[src/rtl/bus_arb_pkg.sv]
package bus_arb_pkg;
    localparam int NPROC = 2;
    localparam int IDW   = $clog2(NPROC);

    typedef enum logic [2:0] {
        ST_IDLE,
        ST_P0,
        ST_P1,
        ST_TURN,
        ST_HOST
    } arb_state_e;
endpackage

[src/rtl/bus_arb_lines.sv]
module bus_arb_lines
    import bus_arb_pkg::*;
(
    input  logic [IDW-1:0]   my_id,
    input  logic             own_line,
    input  logic             peer_line,
    output logic [NPROC-1:0] req_by_id
);
    // Place the local and peer lines by absolute identity so both copies see the same vector.
    for (genvar g = 0; g < NPROC; g++) begin : g_map
        assign req_by_id[g] = (my_id == IDW'(g)) ? own_line : peer_line;
    end
endmodule

[src/rtl/bus_arb_fsm.sv]
module bus_arb_fsm
    import bus_arb_pkg::*;
(
    input  logic             clk,
    input  logic             rst_n,
    input  logic [NPROC-1:0] req_by_id,
    input  logic             host_req,
    output arb_state_e       state
);
    arb_state_e     state_nx;
    logic           prev_v, prev_v_nx;
    logic [IDW-1:0] prev_id, prev_id_nx;
    logic           both;

    assign both = &req_by_id;

    always_comb begin
        state_nx   = state;
        prev_v_nx  = prev_v;
        prev_id_nx = prev_id;
        unique case (state)
            ST_IDLE, ST_TURN: begin
                if (host_req) begin
                    state_nx = ST_HOST;
                end else if (both) begin
                    // Fairness at a handover; otherwise the lower ID wins.
                    if (state == ST_TURN && prev_v)
                        state_nx = (prev_id == '0) ? ST_P1 : ST_P0;
                    else
                        state_nx = ST_P0;
                end else if (req_by_id[0]) begin
                    state_nx = ST_P0;
                end else if (req_by_id[1]) begin
                    state_nx = ST_P1;
                end else begin
                    state_nx  = ST_IDLE;
                    prev_v_nx = 1'b0;
                end
            end
            ST_P0: begin
                if (!req_by_id[0]) begin
                    state_nx   = ST_TURN;
                    prev_v_nx  = 1'b1;
                    prev_id_nx = IDW'(0);
                end
            end
            ST_P1: begin
                if (!req_by_id[1]) begin
                    state_nx   = ST_TURN;
                    prev_v_nx  = 1'b1;
                    prev_id_nx = IDW'(1);
                end
            end
            ST_HOST: begin
                if (!host_req) begin
                    state_nx  = ST_TURN;
                    prev_v_nx = 1'b0;
                end
            end
            default: begin
                state_nx  = ST_IDLE;
                prev_v_nx = 1'b0;
            end
        endcase
    end

    always_ff @(posedge clk) begin
        if (!rst_n) begin
            state   <= ST_IDLE;
            prev_v  <= 1'b0;
            prev_id <= '0;
        end else begin
            state   <= state_nx;
            prev_v  <= prev_v_nx;
            prev_id <= prev_id_nx;
        end
    end
endmodule

[src/rtl/bus_arb_node.sv]
module bus_arb_node
    import bus_arb_pkg::*;
(
    input  logic clk,
    input  logic rst_n,
    input  logic my_id,
    input  logic loc_req,
    input  logic loc_lock,
    input  logic peer_breq,
    input  logic host_req,
    output logic own_breq,
    output logic host_ack,
    output logic bus_mst
);
    logic [NPROC-1:0] req_by_id;
    arb_state_e       state;

    // A lock keeps the line up between the read and the write.
    assign own_breq = loc_req | loc_lock;

    bus_arb_lines u_lines (
        .my_id     (my_id),
        .own_line  (own_breq),
        .peer_line (peer_breq),
        .req_by_id (req_by_id)
    );

    bus_arb_fsm u_fsm (
        .clk       (clk),
        .rst_n     (rst_n),
        .req_by_id (req_by_id),
        .host_req  (host_req),
        .state     (state)
    );

    always_comb begin
        bus_mst  = 1'b0;
        host_ack = 1'b0;
        unique case (state)
            ST_P0:   bus_mst  = (my_id == 1'b0);
            ST_P1:   bus_mst  = (my_id == 1'b1);
            ST_HOST: host_ack = 1'b1;
            default: ;
        endcase
    end
endmodule

[config.mk]
export PLATFORM = sky130hd
export DESIGN_NAME = bus_arb_node
export DESIGN_NICKNAME = d
export VERILOG_FILES = /design/src/rtl/bus_arb_pkg.sv /design/src/rtl/bus_arb_lines.sv /design/src/rtl/bus_arb_fsm.sv /design/src/rtl/bus_arb_node.sv
export SDC_FILE = /design/constraint.sdc
export NUM_CORES = 1
export LEC_CHECK = 0
export BUFFER_PORTS_ARGS = -buffer_cell sky130_fd_sc_hd__buf_2
export CAP_MARGIN = 20
export CORE_AREA = 5 5 42 44
export CTS_BUF_LIST = sky130_fd_sc_hd__clkbuf_16
export CTS_CLUSTER_DIAMETER = 100
export CTS_CLUSTER_SIZE = 16
export DETAILED_ROUTE_END_ITERATION = 8
export DIE_AREA = 0 0 47 49
export PLACE_DENSITY = 0.66
export SKIP_CTS_REPAIR_TIMING = 1
export SLEW_MARGIN = 20
export SYNTH_ARGS = -nofsm -noshare
export SYNTH_HDL_FRONTEND = slang
export SYNTH_SLANG_ARGS = --single-unit
[constraint.sdc]
create_clock -name clk -period 1.2 [get_ports clk]
set_input_delay 0.18 -clock clk [delete_from_list [all_inputs] [get_ports clk]]
set_output_delay 0.18 -clock clk [all_outputs]
set_load 0.02 [all_outputs]
Word level (Yosys, flattened, before mapping)
Index checks and enable logic that the tools add are counted.

storage, ports and cells
  flip-flop bits (word level) = 5
  input port bits = 7
  word-level logic and storage cells = 48

cells by class
  equal/unequal tests = 11
  mux-type cells = 24
  bitwise logic cells = 2
  reduce and logical (&&, ||, !) cells = 8

operators with widths
  operator                                                               count
  3-bit 2-to-1 mux                                                       7
  2-bit != test, second input constant                                   7
  3-bit one-hot mux with 4 select lines                                  1
  1-bit 2-to-1 mux                                                       11
  7-bit AND reduction                                                    1
  3-bit by 2-bit equality test with 1-bit output, second input constant  2
  3-bit AND reduction                                                    2
  2-bit 2-to-1 mux                                                       2
  1-bit one-hot mux with 2 select lines                                  2
  1-bit one-hot mux with 4 select lines                                  1
  3-bit by 1-bit equality test with 1-bit output, second input constant  1
  3-bit equality test, second input constant                             1
  3-bit logical NOT                                                      1
  2-bit AND reduction                                                    1
  2-bit nonzero test                                                     1
  2-bit OR reduction                                                     1
  1-bit logical AND                                                      1
  1-bit inverter                                                         1
  1-bit OR                                                               1

Longest topological paths before layout
  depth after elaboration = 7
  gate-level depth with buffers = 5
  gate-level depth less buffers = 4

Modules after synthesis
Synthesis repeated with hierarchy kept, for this count alone.

second synthesis, totals
  cells, all modules = 47
  area, all modules = 415.4 µm²

modules (own cells, without submodules)
  module         times used  cells each  area an instance (µm²)  sequential area each (µm²)
  bus_arb_fsm    1           40          357.8                   100.1
  bus_arb_node   1           5           35.0                    0.0
  bus_arb_lines  1           2           22.5                    0.0

Worst setup path before layout
OpenSTA, ideal clock, no wires.

  path type = register to register
  from = reg u_fsm.state[1]
  to = reg u_fsm.prev_v
  setup time = 0.123 ns
  arrival time = 1.151 ns
  path slack = -0.074 ns
  cell stages (with the launch flop) = 6
  path buffers = 1
  cells stage by stage = dfxtp_1 buf_6 or3b_1 a21oi_1 o211ai_1 mux2i_1

between the ends
  cells in the longest elaborated chain, start to end = 4
  elaborated cells on any way between the ends = 15
  those cells by class = eq/ne (11); mux (1); reduce/logical (3)

ends and longest elaborated chain
  item                                                                                        line               text
  start, declared                                                                             bus_arb_fsm.sv:8   output arb_state_e state
  start signal, assigned                                                                      bus_arb_fsm.sv:73  state <= state_nx;
  3-bit by 2-bit equality test with 1-bit output / 3-bit logical NOT (equally long branches)  bus_arb_fsm.sv:21  unique case (state)
  2-bit OR reduction                                                                          bus_arb_fsm.sv:21
  2-bit != test (no source line)                                                              -
  7-bit AND reduction (no source line)                                                        -
  end signal, assigned                                                                        bus_arb_fsm.sv:74  prev_v <= prev_v_nx;
  end, declared                                                                               bus_arb_fsm.sv:11  logic prev_v, prev_v_nx;

Several ways; a longest one is shown, not always the timed one.
A chain may end at the register's enable or synchronous reset.

Worst setup path in the final report
  from = reg u_fsm.state[1]
  to = out bus_mst

between the ends
  cells in the longest elaborated chain, start to end = 2
  elaborated cells on any way between the ends = 3
  those cells by class = eq/ne (2); mux (1)

ends and longest elaborated chain
  item                                                                                                                     line                text
  3-bit by 2-bit equality test with 1-bit output / 3-bit by 1-bit equality test with 1-bit output (equally long branches)  bus_arb_node.sv:39  unique case (state)
  1-bit one-hot mux with 2 select lines *                                                                                  bus_arb_node.sv:39
  end, declared                                                                                                            bus_arb_node.sv:13  output logic bus_mst

Mark *: on every way between the ends. The rest lies on a longest branch, timed or not.

==> flow_metrics.env <==
export IMPL_startpoint="u_fsm.state[1]$_SDFFE_PN0P_"
export IMPL_slew_viol_final=0
export IMPL_fin_ws_ns=-0.183
export IMPL_critPathCapture="bus_mst"
export IMPL_use_met2_pct=15.4
export IMPL_max_cap_violations=0
export IMPL_switchingPower_uw=461
export IMPL_max_freq_mhz=723
export IMPL_netlist_cell_type_count=29
export IMPL_layout_drive_gt1_share_pct=56.3
export IMPL_use_met3_pct=0
export IMPL_synth_seq_cells=5
export IMPL_drc=0
export IMPL_setup_violations=5
export IMPL_area_growth_pct=61.7
export IMPL_violations="negative setup slack"
export IMPL_use_met1_pct=14.8
export IMPL_vias=480
export IMPL_critPathArrivalTime_ns=1.20
export IMPL_viasPerCell=5.00
export IMPL_io_buffers=9
export IMPL_numCtsBuffers=3
export IMPL_p_per_area_mw_per_mm2=2010
export IMPL_grt_max_degree=10
export IMPL_path_clk_slew_ns=0.03
export IMPL_p_seq_share_pct=18.2
export IMPL_clkPwrFrac_pct=37.0
export IMPL_min_period_over_period_pct=115
export IMPL_grt_total_usage_pct=10.8
export IMPL_clkLatencyLatePin_ns=0.23
export IMPL_path_buf_inv=2
export IMPL_overflow=0
export IMPL_synth_area_per_cell_um2=7.90
export IMPL_final_setup_tns_ns=-0.539
export IMPL_cp_num_cells=6
export IMPL_cts_root_buf="clkbuf_16"
export IMPL_reg2reg_from="u_fsm.state[1]$_SDFFE_PN0P_"
export IMPL_syn_instance_count=57
export IMPL_start_kind="flop"
export IMPL_outcome="complete, but fails checks"
export IMPL_fp_row_count=14
export IMPL_relSlewSlack_pct=78.2
export IMPL_start_util_pct=32.1
export IMPL_grt_busiest_layer="met2"
export IMPL_hpwlAfterDp_um=831
export IMPL_finish_utilization_pct=52.0
export IMPL_grt_pass1_vias=440
export IMPL_cts_tree="done"
export IMPL_core_mm2=0.00140
export IMPL_ys_warn_count=0
export IMPL_path_cells="buf_6 > nand2b_4 > nor2_4 > a21oi_2 > nor2_2 > buf_6"
export IMPL_n_antenna_cell=0
export IMPL_final_cell_mix="11 x buf_4, 8 x buf_2, 4 x o21ai_0"
export IMPL_cts_path_max_buffers=2
export IMPL_seqCellArea_um2=106
export IMPL_rsz0062_at_grt="true"
export IMPL_combPwrFrac_pct=44.8
export IMPL_cp_common_cell="buf_6"
export IMPL_gp_congestion=0.904
export IMPL_hold_viol=0
export IMPL_path_delay_family="simple AND/OR/NAND/NOR gates"
export IMPL_tightest_slew_ns=0.324
export IMPL_hold_path_class="input pin to flop"
export IMPL_finalCriticalPeriod_ns=1.38
export IMPL_wl_per_cell_um=13.2
export IMPL_ios=10
export IMPL_syn_num_nets=64
export IMPL_yosysSeqAreaShare_pct=22.2
export IMPL_first_pass_iters=4
export IMPL_slowest_delay_ns=0.35
export IMPL_die_h_um=49
export IMPL_intPower_mw=1.00
export IMPL_crit_slowest_cell="dfxtp_4"
export IMPL_cp_required_ns=1.02
export IMPL_p_total_mw=1.46
export IMPL_synth_top_area_share_pct=22.2
export IMPL_drtIter0Drc=9
export IMPL_nets=88
export IMPL_htreeDepth=1
export IMPL_synth_area_leaders="dfxtp_1 22%, a21oi_1 6.7%, clkbuf_8 6.1%"
export IMPL_p_sw_share_pct=31.5
export IMPL_crit_path_end_kind="output port"
export IMPL_die_area_mm2=0.00230
export IMPL_final_common_cell="buf_4"
export IMPL_wl_um=1270
export IMPL_r2r_slack_ns=-0.12
export IMPL_cts_sinks=5
export IMPL_antenna_left=0
export IMPL_die_w_um=47
export IMPL_grt_first_pass_wirelength_um=1860
export IMPL_fill_cells=140
export IMPL_syn_area_um2=450
export IMPL_cellLeakagePower_nw=0.307
export IMPL_ir_worst_vdd_v=0.00165
export IMPL_synth_area_leader_cell="dfxtp_1"
export IMPL_critPathKind="flop to output port"
export IMPL_finClkSkew_ns=0.00179
export IMPL_reg2reg_to="u_fsm.state[0]$_SDFFE_PN0P_"
export IMPL_rr_worst_depth=4
export IMPL_multi_input_area_um2=363
export IMPL_worstPathMaxFanout=5
export IMPL_antenna_found_initial=0
-- worst register-to-register path, stage by stage (launching register included) --
cell and delay [ns]:
dfxtp_4 0.35, xor2_1 0.18, or3_4 0.36, o41ai_2 0.19
and3_1 0.18
-- stage by stage --
stage / hold slack (ns) / instances / setup slack (ns) / area, µm²
2_1_floorplan: 0.300 / 57 / -0.0300 / 454
4_1_cts: 0.223 / 94 / -0.254 / 642
3_3_place_gp: 0.451 / 90 / -0.160 / 563
6_report: 0.221 / 96 / -0.183 / 728
5_1_grt: 0.232 / 96 / -0.248 / 728
3_5_place_dp: 0.458 / 90 / -0.154 / 563
-- area by class of cell --
class,count,area share (%)
clock inverters,1,0.515
well taps,16,2.75
multi-input cells,48,49.8
inverters,1,0.515
clock buffers,3,10.3
repair buffers,22,21.5
flip-flops and latches,5,14.6
-- routing by layer --
| metal | part of all wire [%] | wire [µm] | up-vias |
|---|---|---|---|
| li1 | - | - | 252 |
| met1 | 45 | 567 | 219 |
| met2 | 52 | 655 | 7 |
| met3 | 1.6 | 20 | 2 |
| met4 | 2.0 | 26 | 0 |
| met5 | 0 | 0 | - |
-- state kept, by name, summed over array words and instances (netlist names) --
signal / cells
u_fsm.state: 3
u_fsm.prev_id: 1
u_fsm.prev_v: 1
-- Yosys cell counts, drive strengths merged --
master,number
nand3b,2
nor2,5
or3b,2
nor3,2
xor2,2
and2b,2
nor4,2
mux2i,1
and3,2
o31a,1
a21oi,6
nor2b,1
or2,3
inv,1
o211ai,1
or3,1
o41ai,1
nor3b,4
buf,1
clkbuf,2
dfxtp,5
o21ai,5
nand2b,2
a211oi,1
nand2,2
-- cells by family after synthesis --
group | synth area share (%)
and+or+nand+nor | 42.8
xor gates and xnor gates | 3.89
buffers and inverters | 9.44
DFF | 22.2
AOI/OAI and AO/OA | 19.4
muxes | 2.22
-- worst min-delay path by stage --
stage | depth (start not counted) | slack [ns] | start | to
4_1_cts | 2 | 0.22 | rst_n | u_fsm.state[1]$_SDFFE_PN0P_
5_1_grt | 2 | 0.23 | rst_n | u_fsm.state[1]$_SDFFE_PN0P_
3_3_place_gp | 2 | 0.45 | u_fsm.prev_v$_SDFFE_PN0P_ | u_fsm.prev_v$_SDFFE_PN0P_
6_report | 2 | 0.22 | rst_n | u_fsm.state[1]$_SDFFE_PN0P_
3_5_place_dp | 2 | 0.46 | u_fsm.prev_v$_SDFFE_PN0P_ | u_fsm.prev_v$_SDFFE_PN0P_
2_1_floorplan | 1 | 0.30 | rst_n | u_fsm.state[1]$_SDFFE_PN0P_
-- power groups by stage --
stage | registers (mW) | logic (mW) | clock network (mW)
6_report | 0.266 | 0.657 | 0.542
5_1_grt | 0.273 | 0.717 | 0.564
4_1_cts | 0.255 | 0.514 | 0.552
3_5_place_dp | 0.256 | 0.510 | 0
3_3_place_gp | 0.255 | 0.511 | 0
2_1_floorplan | 0.239 | 0.392 | 0
Power figures use the tool's default switching activity.
